===== src/rtl/ufd_pkg.sv =====
package ufd_pkg;

   typedef enum logic [1:0] {
      LVL_RX      = 2'd0,
      LVL_TX      = 2'd1,
      LVL_FLOW_HI = 2'd2,
      LVL_FLOW_LO = 2'd3
   } lvl_sel_e;

   // Control word bit positions (decoded by the queue and ready logic)
   localparam int CTL_EN    = 0;
   localparam int CTL_RXCLR = 1;
   localparam int CTL_TXCLR = 2;
   localparam int CTL_DMA   = 3;

   // Receive threshold decode: nonuniform steps
   function automatic logic [7:0] rx_table(input logic [1:0] code);
      case (code)
         2'd0:    return 8'd8;
         2'd1:    return 8'd16;
         2'd2:    return 8'd24;
         default: return 8'd28;
      endcase
   endfunction

   // Transmit threshold decode: codes 0 and 1 swap relative to receive
   function automatic logic [7:0] tx_table(input logic [1:0] code);
      case (code)
         2'd0:    return 8'd16;
         2'd1:    return 8'd8;
         2'd2:    return 8'd24;
         default: return 8'd30;
      endcase
   endfunction

endpackage


===== src/rtl/ufd_fifo.sv =====
module ufd_fifo #(
   parameter  int DEPTH = 32,
   parameter  int DW    = 8,
   localparam int AW    = $clog2(DEPTH),
   localparam int CW    = $clog2(DEPTH + 1)
) (
   input  logic          clk,
   input  logic          rst_n,
   input  logic          flush,
   input  logic          en,
   input  logic          push,
   input  logic [DW-1:0] din,
   input  logic          pop,
   output logic [DW-1:0] dout,
   output logic [CW-1:0] count,
   output logic          empty,
   output logic          full,
   output logic          overrun
);

   if ((1 << AW) != DEPTH || DEPTH < 2) begin : g_bad_depth
      $error("ufd_fifo: DEPTH must be a power of two, at least 2");
   end

   logic [DW-1:0] mem [DEPTH];
   logic [AW-1:0] wr_ptr, rd_ptr;
   logic          push_ok, pop_ok;

   assign empty   = (count == '0);
   assign full    = en ? (count == CW'(DEPTH)) : !empty;
   assign push_ok = push && !full;
   assign pop_ok  = pop && !empty;

   always_ff @(posedge clk) begin
      if (push_ok && !flush) mem[wr_ptr] <= din;
   end

   always_ff @(posedge clk or negedge rst_n) begin
      if (!rst_n) begin
         wr_ptr  <= '0;
         rd_ptr  <= '0;
         count   <= '0;
         overrun <= 1'b0;
         dout    <= '0;
      end else if (flush) begin
         wr_ptr  <= '0;
         rd_ptr  <= '0;
         count   <= '0;
         overrun <= 1'b0;
      end else begin
         if (push_ok) wr_ptr <= wr_ptr + 1'b1;
         if (pop_ok) begin
            dout   <= mem[rd_ptr];
            rd_ptr <= rd_ptr + 1'b1;
         end
         if (push && full) overrun <= 1'b1;
         case ({push_ok, pop_ok})
            2'b10:   count <= count + 1'b1;
            2'b01:   count <= count - 1'b1;
            default: count <= count;
         endcase
      end
   end

   p_count_bound_r2: assert property (@(posedge clk) disable iff (!rst_n)
      int'(count) <= DEPTH);
   p_drop_full_r11: assert property (@(posedge clk) disable iff (!rst_n)
      (full && push && !pop && !flush) |=> ($stable(count) && overrun));
   p_empty_pop_r11: assert property (@(posedge clk) disable iff (!rst_n)
      (empty && pop && !flush) |=> $stable(dout));

endmodule


===== src/rtl/ufd_trig_sel.sv =====
module ufd_trig_sel
   import ufd_pkg::*;
#(
   parameter  int DEPTH       = 32,
   parameter  int LVL_W       = 8,
   parameter  bit PROG_LEVELS = 1'b1,
   localparam int CW          = $clog2(DEPTH + 1)
) (
   input  logic             en,
   input  logic [1:0]       rx_code,
   input  logic [1:0]       tx_code,
   input  logic [LVL_W-1:0] lvl_rx,
   input  logic [LVL_W-1:0] lvl_tx,
   input  logic [LVL_W-1:0] lvl_fhi,
   input  logic [LVL_W-1:0] lvl_flo,
   input  logic [CW-1:0]    rx_count,
   input  logic [CW-1:0]    tx_count,
   output logic             rx_trig,
   output logic             tx_trig
);

   logic [LVL_W-1:0] rx_lvl, tx_lvl;
   int               tx_free;

   if (PROG_LEVELS) begin : g_prog
      logic use_prog;
      assign use_prog = |{lvl_rx, lvl_tx, lvl_fhi, lvl_flo};
      assign rx_lvl   = use_prog ? lvl_rx : LVL_W'(rx_table(rx_code));
      assign tx_lvl   = use_prog ? lvl_tx : LVL_W'(tx_table(tx_code));
   end else begin : g_fixed
      assign rx_lvl = LVL_W'(rx_table(rx_code));
      assign tx_lvl = LVL_W'(tx_table(tx_code));
   end

   assign tx_free = DEPTH - int'(tx_count);
   assign rx_trig = en && (rx_count != '0) && (int'(rx_count) >= int'(rx_lvl));
   assign tx_trig = en && (tx_free >= int'(tx_lvl));

endmodule


===== src/rtl/ufd_rdy_gen.sv =====
module ufd_rdy_gen (
   input  logic clk,
   input  logic rst_n,
   input  logic mode1,
   input  logic rx_flush,
   input  logic tx_flush,
   input  logic rx_trig,
   input  logic tx_trig,
   input  logic rx_timeout,
   input  logic rx_empty,
   input  logic tx_empty,
   input  logic tx_full,
   output logic rx_rdy_n,
   output logic tx_rdy_n
);

   logic rx_act, tx_act;
   logic rx_req, tx_req;

   // Latched request: set by trigger/timeout, released by empty (rx) or full (tx)
   assign rx_req = (rx_act || rx_trig || rx_timeout) && !rx_empty;
   assign tx_req = (tx_act || tx_trig) && !tx_full;

   always_ff @(posedge clk or negedge rst_n) begin
      if (!rst_n) begin
         rx_act <= 1'b0;
         tx_act <= 1'b0;
      end else begin
         rx_act <= mode1 && rx_req && !rx_flush;
         tx_act <= mode1 && tx_req && !tx_flush;
      end
   end

   assign rx_rdy_n = mode1 ? !rx_req : rx_empty;
   assign tx_rdy_n = mode1 ? !tx_req : !tx_empty;

   p_rx_empty_high_r8: assert property (@(posedge clk) disable iff (!rst_n)
      rx_empty |-> rx_rdy_n);
   p_tx_full_high_r9: assert property (@(posedge clk) disable iff (!rst_n)
      (mode1 && tx_full) |-> tx_rdy_n);
   p_rx_hold_r8: assert property (@(posedge clk) disable iff (!rst_n)
      (mode1 && !rx_rdy_n && !rx_flush) |=> (!mode1 || rx_empty || !rx_rdy_n));
   p_tx_hold_r9: assert property (@(posedge clk) disable iff (!rst_n)
      (mode1 && !tx_rdy_n && !tx_flush) |=> (!mode1 || tx_full || !tx_rdy_n));

endmodule


===== src/rtl/uart_fifo_dma_ctl.sv =====
module uart_fifo_dma_ctl
   import ufd_pkg::*;
#(
   parameter  int DEPTH       = 32,
   parameter  int DW          = 8,
   parameter  int LVL_W       = 8,
   parameter  bit PROG_LEVELS = 1'b1,
   localparam int CW          = $clog2(DEPTH + 1)
) (
   input  logic             clk,
   input  logic             rst_n,
   input  logic             ctl_wr,
   input  logic [7:0]       ctl_wdata,
   input  logic             lvl_wr,
   input  logic [1:0]       lvl_sel,
   input  logic [LVL_W-1:0] lvl_wdata,
   input  logic             rx_push,
   input  logic [DW-1:0]    rx_din,
   input  logic             rx_pop,
   input  logic             rx_timeout,
   input  logic             tx_push,
   input  logic [DW-1:0]    tx_din,
   input  logic             tx_pop,
   output logic [DW-1:0]    rx_dout,
   output logic [CW-1:0]    rx_count,
   output logic             rx_empty,
   output logic             rx_full,
   output logic             rx_overrun,
   output logic [DW-1:0]    tx_dout,
   output logic [CW-1:0]    tx_count,
   output logic             tx_empty,
   output logic             tx_full,
   output logic             tx_overrun,
   output logic             rx_trig,
   output logic             tx_trig,
   output logic             rx_rdy_n,
   output logic             tx_rdy_n
);

   if (DEPTH < 32) begin : g_bad_depth
      $error("uart_fifo_dma_ctl: DEPTH must cover the largest table threshold");
   end
   if (LVL_W < 5) begin : g_bad_lvl
      $error("uart_fifo_dma_ctl: LVL_W too narrow for table thresholds");
   end

   logic             en_q, dma_q;
   logic [1:0]       rx_code_q, tx_code_q;
   logic [LVL_W-1:0] lvl_q [4];
   logic             en_change, rx_flush, tx_flush, mode1;

   assign en_change = ctl_wr && (ctl_wdata[CTL_EN] != en_q);
   assign rx_flush  = (ctl_wr && ctl_wdata[CTL_RXCLR]) || en_change;
   assign tx_flush  = (ctl_wr && ctl_wdata[CTL_TXCLR]) || en_change;
   assign mode1     = en_q && dma_q;

   // Clear bits are strobes only; remaining fields are held
   always_ff @(posedge clk or negedge rst_n) begin
      if (!rst_n) begin
         en_q      <= 1'b0;
         dma_q     <= 1'b0;
         rx_code_q <= '0;
         tx_code_q <= '0;
      end else if (ctl_wr) begin
         en_q      <= ctl_wdata[CTL_EN];
         dma_q     <= ctl_wdata[CTL_DMA];
         tx_code_q <= ctl_wdata[5:4];
         rx_code_q <= ctl_wdata[7:6];
      end
   end

   for (genvar i = 0; i < 4; i++) begin : g_lvl
      always_ff @(posedge clk or negedge rst_n) begin
         if (!rst_n)                        lvl_q[i] <= '0;
         else if (lvl_wr && lvl_sel == 2'(i)) lvl_q[i] <= lvl_wdata;
      end
   end

   ufd_fifo #(.DEPTH(DEPTH), .DW(DW)) u_rxq (
      .clk(clk), .rst_n(rst_n), .flush(rx_flush), .en(en_q),
      .push(rx_push), .din(rx_din), .pop(rx_pop), .dout(rx_dout),
      .count(rx_count), .empty(rx_empty), .full(rx_full), .overrun(rx_overrun));

   ufd_fifo #(.DEPTH(DEPTH), .DW(DW)) u_txq (
      .clk(clk), .rst_n(rst_n), .flush(tx_flush), .en(en_q),
      .push(tx_push), .din(tx_din), .pop(tx_pop), .dout(tx_dout),
      .count(tx_count), .empty(tx_empty), .full(tx_full), .overrun(tx_overrun));

   ufd_trig_sel #(.DEPTH(DEPTH), .LVL_W(LVL_W), .PROG_LEVELS(PROG_LEVELS)) u_trig (
      .en(en_q), .rx_code(rx_code_q), .tx_code(tx_code_q),
      .lvl_rx(lvl_q[LVL_RX]), .lvl_tx(lvl_q[LVL_TX]),
      .lvl_fhi(lvl_q[LVL_FLOW_HI]), .lvl_flo(lvl_q[LVL_FLOW_LO]),
      .rx_count(rx_count), .tx_count(tx_count),
      .rx_trig(rx_trig), .tx_trig(tx_trig));

   ufd_rdy_gen u_rdy (
      .clk(clk), .rst_n(rst_n), .mode1(mode1),
      .rx_flush(rx_flush), .tx_flush(tx_flush),
      .rx_trig(rx_trig), .tx_trig(tx_trig), .rx_timeout(rx_timeout),
      .rx_empty(rx_empty), .tx_empty(tx_empty), .tx_full(tx_full),
      .rx_rdy_n(rx_rdy_n), .tx_rdy_n(tx_rdy_n));

   p_rx_clear_r3: assert property (@(posedge clk) disable iff (!rst_n)
      (ctl_wr && ctl_wdata[CTL_RXCLR]) |=> (rx_count == '0 && !rx_overrun));
   p_tx_clear_r4: assert property (@(posedge clk) disable iff (!rst_n)
      (ctl_wr && ctl_wdata[CTL_TXCLR]) |=> (tx_count == '0 && !tx_overrun));
   p_single_byte_r2: assert property (@(posedge clk) disable iff (!rst_n)
      !en_q |-> (int'(rx_count) <= 1 && int'(tx_count) <= 1));

endmodule


===== config.mk =====
export PLATFORM = sky130hd
export DESIGN_NAME = uart_fifo_dma_ctl
export DESIGN_NICKNAME = d
export VERILOG_FILES = /design/src/rtl/ufd_pkg.sv /design/src/rtl/ufd_fifo.sv /design/src/rtl/ufd_trig_sel.sv /design/src/rtl/ufd_rdy_gen.sv /design/src/rtl/uart_fifo_dma_ctl.sv
export SDC_FILE = /design/constraint.sdc
export NUM_CORES = 1
export LEC_CHECK = 0
export ABC_AREA = 0
export BUFFER_PORTS_ARGS = -buffer_cell sky130_fd_sc_hd__buf_2
export CELL_PAD_IN_SITES_DETAIL_PLACEMENT = 1
export CELL_PAD_IN_SITES_GLOBAL_PLACEMENT = 1
export CORE_MARGIN = 5
export CORE_UTILIZATION = 54
export DETAILED_ROUTE_END_ITERATION = 8
export PLACE_DENSITY = 0.84
export SYNTH_ARGS = -nofsm -noshare
export SYNTH_HDL_FRONTEND = slang
export SYNTH_SLANG_ARGS = --single-unit

===== constraint.sdc =====
create_clock -name clk -period 3.8 [get_ports clk]
set_clock_uncertainty 0.05 [all_clocks]
set_input_delay 0.38 -clock clk [delete_from_list [all_inputs] [get_ports clk]]
set_output_delay 0.38 -clock clk [all_outputs]
set_load 0.02 [all_outputs]

==> summary.md, run 1 <==
| Metric | Value |
|---|---|
| Result of the run | `complete, no violations` |
| Hold Path Cell Cnt | `2` |
| Power density cells | `658 nW/µm²` |
| Clock tree from TritonCTS | `done` |
| Synthesized netlist net count | `1,381` |
| Area of the mapped netlist | `24,400 µm²` |
| Overall die width | `222 µm` |
| Post-synthesis average cell area | `18.7 µm²` |
| Proportion of layout cells with a drive suffix above 1 | `30.6%` |
| Slack of the worst reg-to-reg path | `0.33 ns` |
| Most used flip-flop cell after synthesis | `edfxtp_1` |
| Worst-margin pin slew | `0.956 ns` |
| Diodes inserted | `0` |
| CTS buffer count | `59` |
| Iteration count of the initial detailed-routing pass | `5` |
| Most frequent standard cell in the layout excluding fill and tap cells | `edfxtp_1` |
| Startpoint class of the critical path | `register` |
| Top Ports | `between 80 and 90` |
| Worst reg2reg path endpoint | `u_txq.count[5]$_DFFE_PN0P_` |
| Total clock sinks | `602` |
| Clock edge transition at the registers on the reported setup and hold paths | `0.06 ns` |
| Number of flops mapped to enable cells by yosys | `512` |
| Async SR Flop Fraction | `between 10% and 20%` |
| Effective utilization at floorplan | `54.9%` |
| Synthesis warning total | `0` |
| Worst EP arrival | `about 3.3 ns` |
| Min Tclk post-route | `3.72 ns` |
| Congestion Overflow GR | `0` |
| Worst Hold End | `lvl_q[20]$_DFFE_PN0P_` |
| All-layer global routing usage | `25.2%` |
| Max-cap viol count | `0` |
| Startpoint of the worst-slack reg-to-reg timing path | `u_txq.count[1]$_DFFE_PN0P_` |
| Number of nets in the layout | `about 1.6k` |
| Placed inst area | `25,900 µm²` |
| CP Data Required Time | `3.37 ns` |
| Seq/Total Area, Yosys | `about 72%` |
| Number of nets with antenna violations after routing | `0` |
| Worst Reg-to-Reg Cells | `13` |
| Placement row count | `77` |
| Worst hold slack across all endpoints | `just over 0.04 ns` |
| Detailed-route via count | `13.4k` |
| Leakage power | `0.00953 µW` |
| Number of H-tree levels | `2` |
| Detailed placement HPWL | `between 30,000 and 40,000 µm` |
| IO Port Bufs | `80` |
| Die area | `49,500 µm²` |
| Clock latency at the later pin of the worst-skew pair | `0.61 ns` |
| Nature of the critical path endpoint | `primary output` |
| Number of antenna violations at the first check in global routing | `0` |
| Finished layout cell area | `28,100 µm²` |
| Most frequent cells in the layout | `edfxtp_1 (512), mux4_2 (142), nor2_1 (118)` |
| Vert. Die Dim | `222 µm` |
| Worst min-delay path category | `in -> reg` |
| Core Footprint | `about 44,000 µm²` |
| Number of endpoints failing setup at the final stage | `0` |
| Maximum clock frequency | `269 MHz` |
| Launch point of the worst hold path | `lvl_wdata[4]` |
| Drt first-iter violations | `around 1.3k` |
| Number of global-route vias before repair | `14.7k` |
| Max FO, Critical Path | `6` |
| Netlist cell types | `54` |
| Buffer depth of the longest clock path | `3` |
| Pin count of the biggest net entering global routing | `59` |
| Fraction of the cycle the final worst path needs | `a little over nine tenths` |
| Worst vdd ir | `0.521 mV` |
| Drt via density | `6.29` |
| Master cell of the clock root buffer | `clkbuf_16` |
| Critical Setup Path Class | `reg -> out` |
| Total Routed Length | `62,900 µm` |
| Synthesis-stage register bit count | `approximately 600` |
| Routability congestion estimate from global placement | `0.844` |
| Area added between synthesis and finish | `15.1%` |
| Average detailed-routed wire length per instance | `29.6 µm` |
| First-pass GRT wire length | `around 94,000 µm` |
| Worst rel slew slack | `36.0%` |
| Remaining DRCs | `0` |
| Number of standard cells after synthesis | `1,303` |
| Number of failing hold endpoints at the final stage | `0` |
| Max-slew violation count | `0` |
[metal layers]
metal  track usage [%]  wire length [µm]  up-vias
met5                 0                 0        -
met4              8.70              2350        0
met3              4.26              3750      150
met2              45.5             33800      591
met1              30.9             22900     7036
li1                  -                 -     5579
[per-stage QoR]
step,util [%],cells,setup TNS [ns],setup WS (ns),power (µW)
after floorplan,-,1303,0,0.516,11100
after global placement,58.4,1999,0,0.374,12300
after detailed placement,58.4,1999,0,0.307,12600
after CTS,63.0,2120,0,0.0101,18500
after global routing,63.2,2123,-0.111,-0.0911,19300
final,63.2,2123,0,0.0827,18500
[sequential cells by signal (all words and copies together) (netlist names), 2 cells and up]
register,flops
u_rxq.mem,256
u_txq.mem,256
lvl_q,32
u_rxq.dout,8
u_txq.dout,8
u_rxq.count,6
u_txq.count,6
u_rxq.rd_ptr,5
u_rxq.wr_ptr,5
u_txq.rd_ptr,5
u_txq.wr_ptr,5
rx_code_q,2
tx_code_q,2
[power by group]
group / internal [µW] / switching (µW) / total (µW)
combinational: 2160 / 2380 / 4540
sequential: 7510 / 592 / 8100
clock: 3370 / 2470 / 5840
total: 13000 / 5440 / 18500
[worst max path at each step]
stage,start,to,slack (ns),depth (start not counted)
after detailed placement,u_txq.count[1]$_DFFE_PN0P_,u_txq.count[5]$_DFFE_PN0P_,0.31,12
final,u_txq.count[1]$_DFFE_PN0P_,tx_rdy_n,0.08,10
after CTS,lvl_q[24]$_DFFE_PN0P_,tx_rdy_n,0.01,12
after floorplan,u_txq.count[0]$_DFFE_PN0P_,u_txq.count[5]$_DFFE_PN0P_,0.52,13
after global placement,u_txq.count[1]$_DFFE_PN0P_,u_txq.count[5]$_DFFE_PN0P_,0.37,12
after global routing,lvl_q[24]$_DFFE_PN0P_,rx_rdy_n,-0.09,12
[kinds of logic (layout without fill, tap and decap cells)]
family	count (synthesis)	count (layout)	synth area share (%)
DFF	602	602	72.3
and+or+nand+nor	248	248	4.84
muxes	197	197	15.7
AOI/OAI and AO/OA	116	116	2.99
buffers and inverters	74	302	1.26
adders and majority gates	35	35	1.86
xor gates and xnor gates	31	31	1.11
[worst max-delay path: stages, from the launching register on]
cell      delay, ns
dfrtp_2        0.45
inv_1          0.10
ha_2           0.20
or4b_4         0.47
nand2_1        0.13
inv_1          0.11
ha_4           0.27
a2111o_1       0.41
a31oi_1        0.20
a221o_1        0.16
buf_2          0.18
[final cells by class]
| class | instances | area (µm²) |
|---|---|---|
| well taps | 592 | 741 |
| fillers | 3753 | 16300 |
| inverters | 18 | 67.6 |
| clock inverters | 25 | 258 |
| multi-input cells | 627 | 6540 |
| repair buffers | 174 | 1160 |
| clock buffers | 85 | 1660 |
| flip-flops and latches | 602 | 17600 |
[timing repair]
action | in CTS | in global routing
gates resized for setup | 5 | 13
pin swaps | 0 | 4
endpoints found under the setup margin | 2 | 4
buffers inserted | 1 | 3
hold buffers | 10 | 0
hold endpoints to repair | 66 | 0
[cells in the mapped netlist, drive strengths merged (5+ instances only)]
| cell | count | area [µm²] |
|---|---|---|
| nand4 | 9 | 56.3 |
| or3 | 6 | 42.5 |
| nand3b | 10 | 75.1 |
| o22ai | 33 | 206 |
| buf | 21 | 108 |
| a21o | 7 | 52.6 |
| mux2i | 11 | 123 |
| dfrtp | 90 | 2250 |
| clkbuf | 35 | 131 |
| o21ai | 22 | 110 |
| a21oi | 28 | 140 |
| ha | 33 | 413 |
| nand2 | 39 | 146 |
| a211oi | 5 | 42.5 |
| mux2 | 44 | 495 |
| edfxtp | 512 | 15400 |
| xnor2 | 15 | 131 |
| nand3 | 13 | 65.1 |
| inv | 18 | 67.6 |
| mux4 | 142 | 3200 |
| xor2 | 16 | 140 |
| nor4 | 17 | 106 |
| nand2b | 9 | 56.3 |
| nor2 | 119 | 447 |
Note: power is estimated with default switching activity, not from simulation.
==> run 2: changes to the inputs <==
Settings changed: CORE_UTILIZATION 54 to 58, MAX_ROUTING_LAYER from default to met4, PLACE_DENSITY 0.84 to 0.89.
Clock period 3.8 ns to 4.6 ns, I/O delays scaled along.
==> summary.md, run 2 (same netlist as run 1, synthesis figures left out) <==
| Metric | Value |
|---|---|
| Result of the run | `complete, no violations` |
| Number of H-tree levels | `2` |
| Worst min-delay path category | `in -> reg` |
| Placed inst area | `25,300 µm²` |
| Worst Reg-to-Reg Cells | `12` |
| Finished layout cell area | `27,300 µm²` |
| CTS buffer count | `58` |
| Number of antenna violations at the first check in global routing | `0` |
| Number of nets in the layout | `roughly 1.5k` |
| Power density cells | `561 nW/µm²` |
| Startpoint class of the critical path | `register` |
| Detailed-route via count | `~13k` |
| Drt via density | `about 6.6` |
| Master cell of the clock root buffer | `clkbuf_16` |
| Number of cells upsized or downsized after cts | `0` |
| Worst-margin pin slew | `1.14 ns` |
| Most frequent standard cell in the layout excluding fill and tap cells | `edfxtp_1` |
| Most frequent cells in the layout | `edfxtp_1 (512), mux4_2 (142), nor2_1 (119)` |
| Max FO, Critical Path | `8` |
| Placement row count | `75` |
| RSZ-0062 raised after global routing | `no` |
| Congestion Overflow GR | `0` |
| Total Routed Length | `62,800 µm` |
| All-layer global routing usage | `28.2%` |
| Final std cells w/o fill | `1,984` |
| Diodes inserted | `0` |
| Worst vdd ir | `0.487 mV` |
| Number of nets with antenna violations after routing | `0` |
| Pre-CTS setup slack | `just over 0.8 ns` |
| Core Footprint | `41,800 µm²` |
| Iteration count of the initial detailed-routing pass | `5` |
| Remaining DRCs | `0` |
| Effective utilization at floorplan | `between 50% and 60%` |
| Timing endpoint of the critical path | `tx_rdy_n` |
| Drt first-iter violations | `about 1.4k` |
| Nature of the critical path endpoint | `primary output` |
| Vert. Die Dim | `215 µm` |
| Worst EP arrival | `roughly 3.7 ns` |
| Clock tree from TritonCTS | `done` |
| Pin count of the biggest net entering global routing | `66` |
| Area added between synthesis and finish | `11.9%` |
| Overall die width | `215 µm` |
| Top Ports | `81` |
| CP Data Required Time | `approximately 4.1 ns` |
| IO Port Bufs | `80` |
| Hold Path Cell Cnt | `2` |
| Clock edge transition at the registers on the reported setup and hold paths | `0.06 ns` |
| Largest registers ranked by flip-flop count | `u_rxq.mem: 256 flops, u_txq.mem: 256 flops, lvl_q: 32 flops` |
| Post-route worst setup slack | `0.395 ns` |
| Buffer depth of the longest clock path | `3` |
| Critical Setup Path Class | `reg -> out` |
| Detailed placement HPWL | `about 39,000 µm` |
| Maximum clock frequency | `238 MHz` |
| Leakage power | `0.00909 µW` |
| Fraction of the cycle the final worst path needs | `approximately 91%` |
| Max-cap viol count | `0` |
| Startpoint of the worst-slack reg-to-reg timing path | `u_txq.count[0]$_DFFE_PN0P_` |
| Routability congestion estimate from global placement | `0.865` |
| Worst rel slew slack | `24.3%` |
| Proportion of layout cells with a drive suffix above 1 | `about a quarter` |
| Die area | `46,200 µm²` |
| Clock latency at the later pin of the worst-skew pair | `slightly above 0.6 ns` |
| Worst reg2reg path endpoint | `u_txq.count[5]$_DFFE_PN0P_` |
| Slack of the worst reg-to-reg path | `0.63 ns` |
| Number of endpoints failing setup at the final stage | `0` |
| First-pass GRT wire length | `94,900 µm` |
| Number of global-route vias before repair | `14.3k` |
| Number of failing hold endpoints at the final stage | `0` |
| Max-slew violation count | `0` |
| Average detailed-routed wire length per instance | `between 30 and 40 µm` |
| Total clock sinks | `between 600 and 700` |
| Total negative setup slack | `0 ns` |
| Number of cells in the design after placement | `roughly 1.9k` |
| Min Tclk post-route | `4.20 ns` |
| Crit path from | `u_txq.count[0]$_DFFE_PN0P_` |
run 2: cell types whose count changed in the layout (fill, tap and decap cells not counted), sizes merged:
cell,previous run,this run
bufinv,5,9
clkinv,15,16
clkbuf,85,77
dlygate4sd3,10,1
buf,164,90
run 2: what timing repair did:
action / 4_1_cts / 5_1_grt
hold buffers: 1 / 0
buffers inserted: 0 / 0
endpoints found under the hold margin: 64 / 0
run 2: area by class of cell:
class                           instances  area (µm²)
Clock buffer                           77        1560
Clock inverter                         30         395
Fill cell                            3406       14500
Inverter                               18        67.6
Multi-Input combinational cell        627        6450
Sequential cell                       602       17600
Tap cell                              539         674
Timing Repair Buffer                   91         498
run 2: worst max-delay path, cell delays in order, from the launching register on:
cell and delay [ns]:
dfrtp_1 0.51, inv_1 0.16, ha_1 0.23, or4b_1 0.65
nand2_1 0.16, inv_1 0.07, ha_1 0.36, a2111o_1 0.44
a31oi_1 0.17, a221o_1 0.16, buf_2 0.19
run 2: worst min path at each step:
stage	startpoint	end
finish	ctl_wdata[4]	tx_code_q[0]$_DFFE_PN0P_
global route	ctl_wdata[4]	tx_code_q[0]$_DFFE_PN0P_
CTS	ctl_wdata[6]	rx_code_q[0]$_DFFE_PN0P_
detailed placement	u_txq.dout[1]$_DFFE_PN0P_	u_txq.dout[1]$_DFFE_PN0P_
global placement	u_rxq.overrun$_DFFE_PN0P_	u_rxq.overrun$_DFFE_PN0P_
floorplan	rst_n	dma_q$_DFFE_PN0P_
run 2: stage by stage:
stage / util [%] / total power (µW) / hold WS (ns)
3_3_place_gp: 60.6 / 10100 / 0.424
6_report: 65.3 / 15300 / 0.0401
5_1_grt: 65.3 / 15900 / 0.0205
4_1_cts: 65.3 / 15400 / 0.00738
3_5_place_dp: 60.6 / 10400 / 0.440
2_1_floorplan: - / 9190 / 0.114
run 2: metal layers:
layer / share of wire, % / routed length [µm] / vias to the layer above / GRT usage, %
li1: - / - / 5410 / -
met1: 37 / 23400 / 6913 / 36.1
met2: 52 / 32600 / 694 / 46.9
met3: 7.1 / 4450 / 150 / 4.59
met4: 3.7 / 2330 / 0 / 9.56
met5: 0 / 0 / - / -
run 2: power breakdown:
group          internal (µW)  switching (µW)  leakage, µW
Clock                   2890            2050     0.000945
Combinational           1700            1920      0.00243
Sequential              6200             544      0.00572
Total                  10800            4510      0.00909
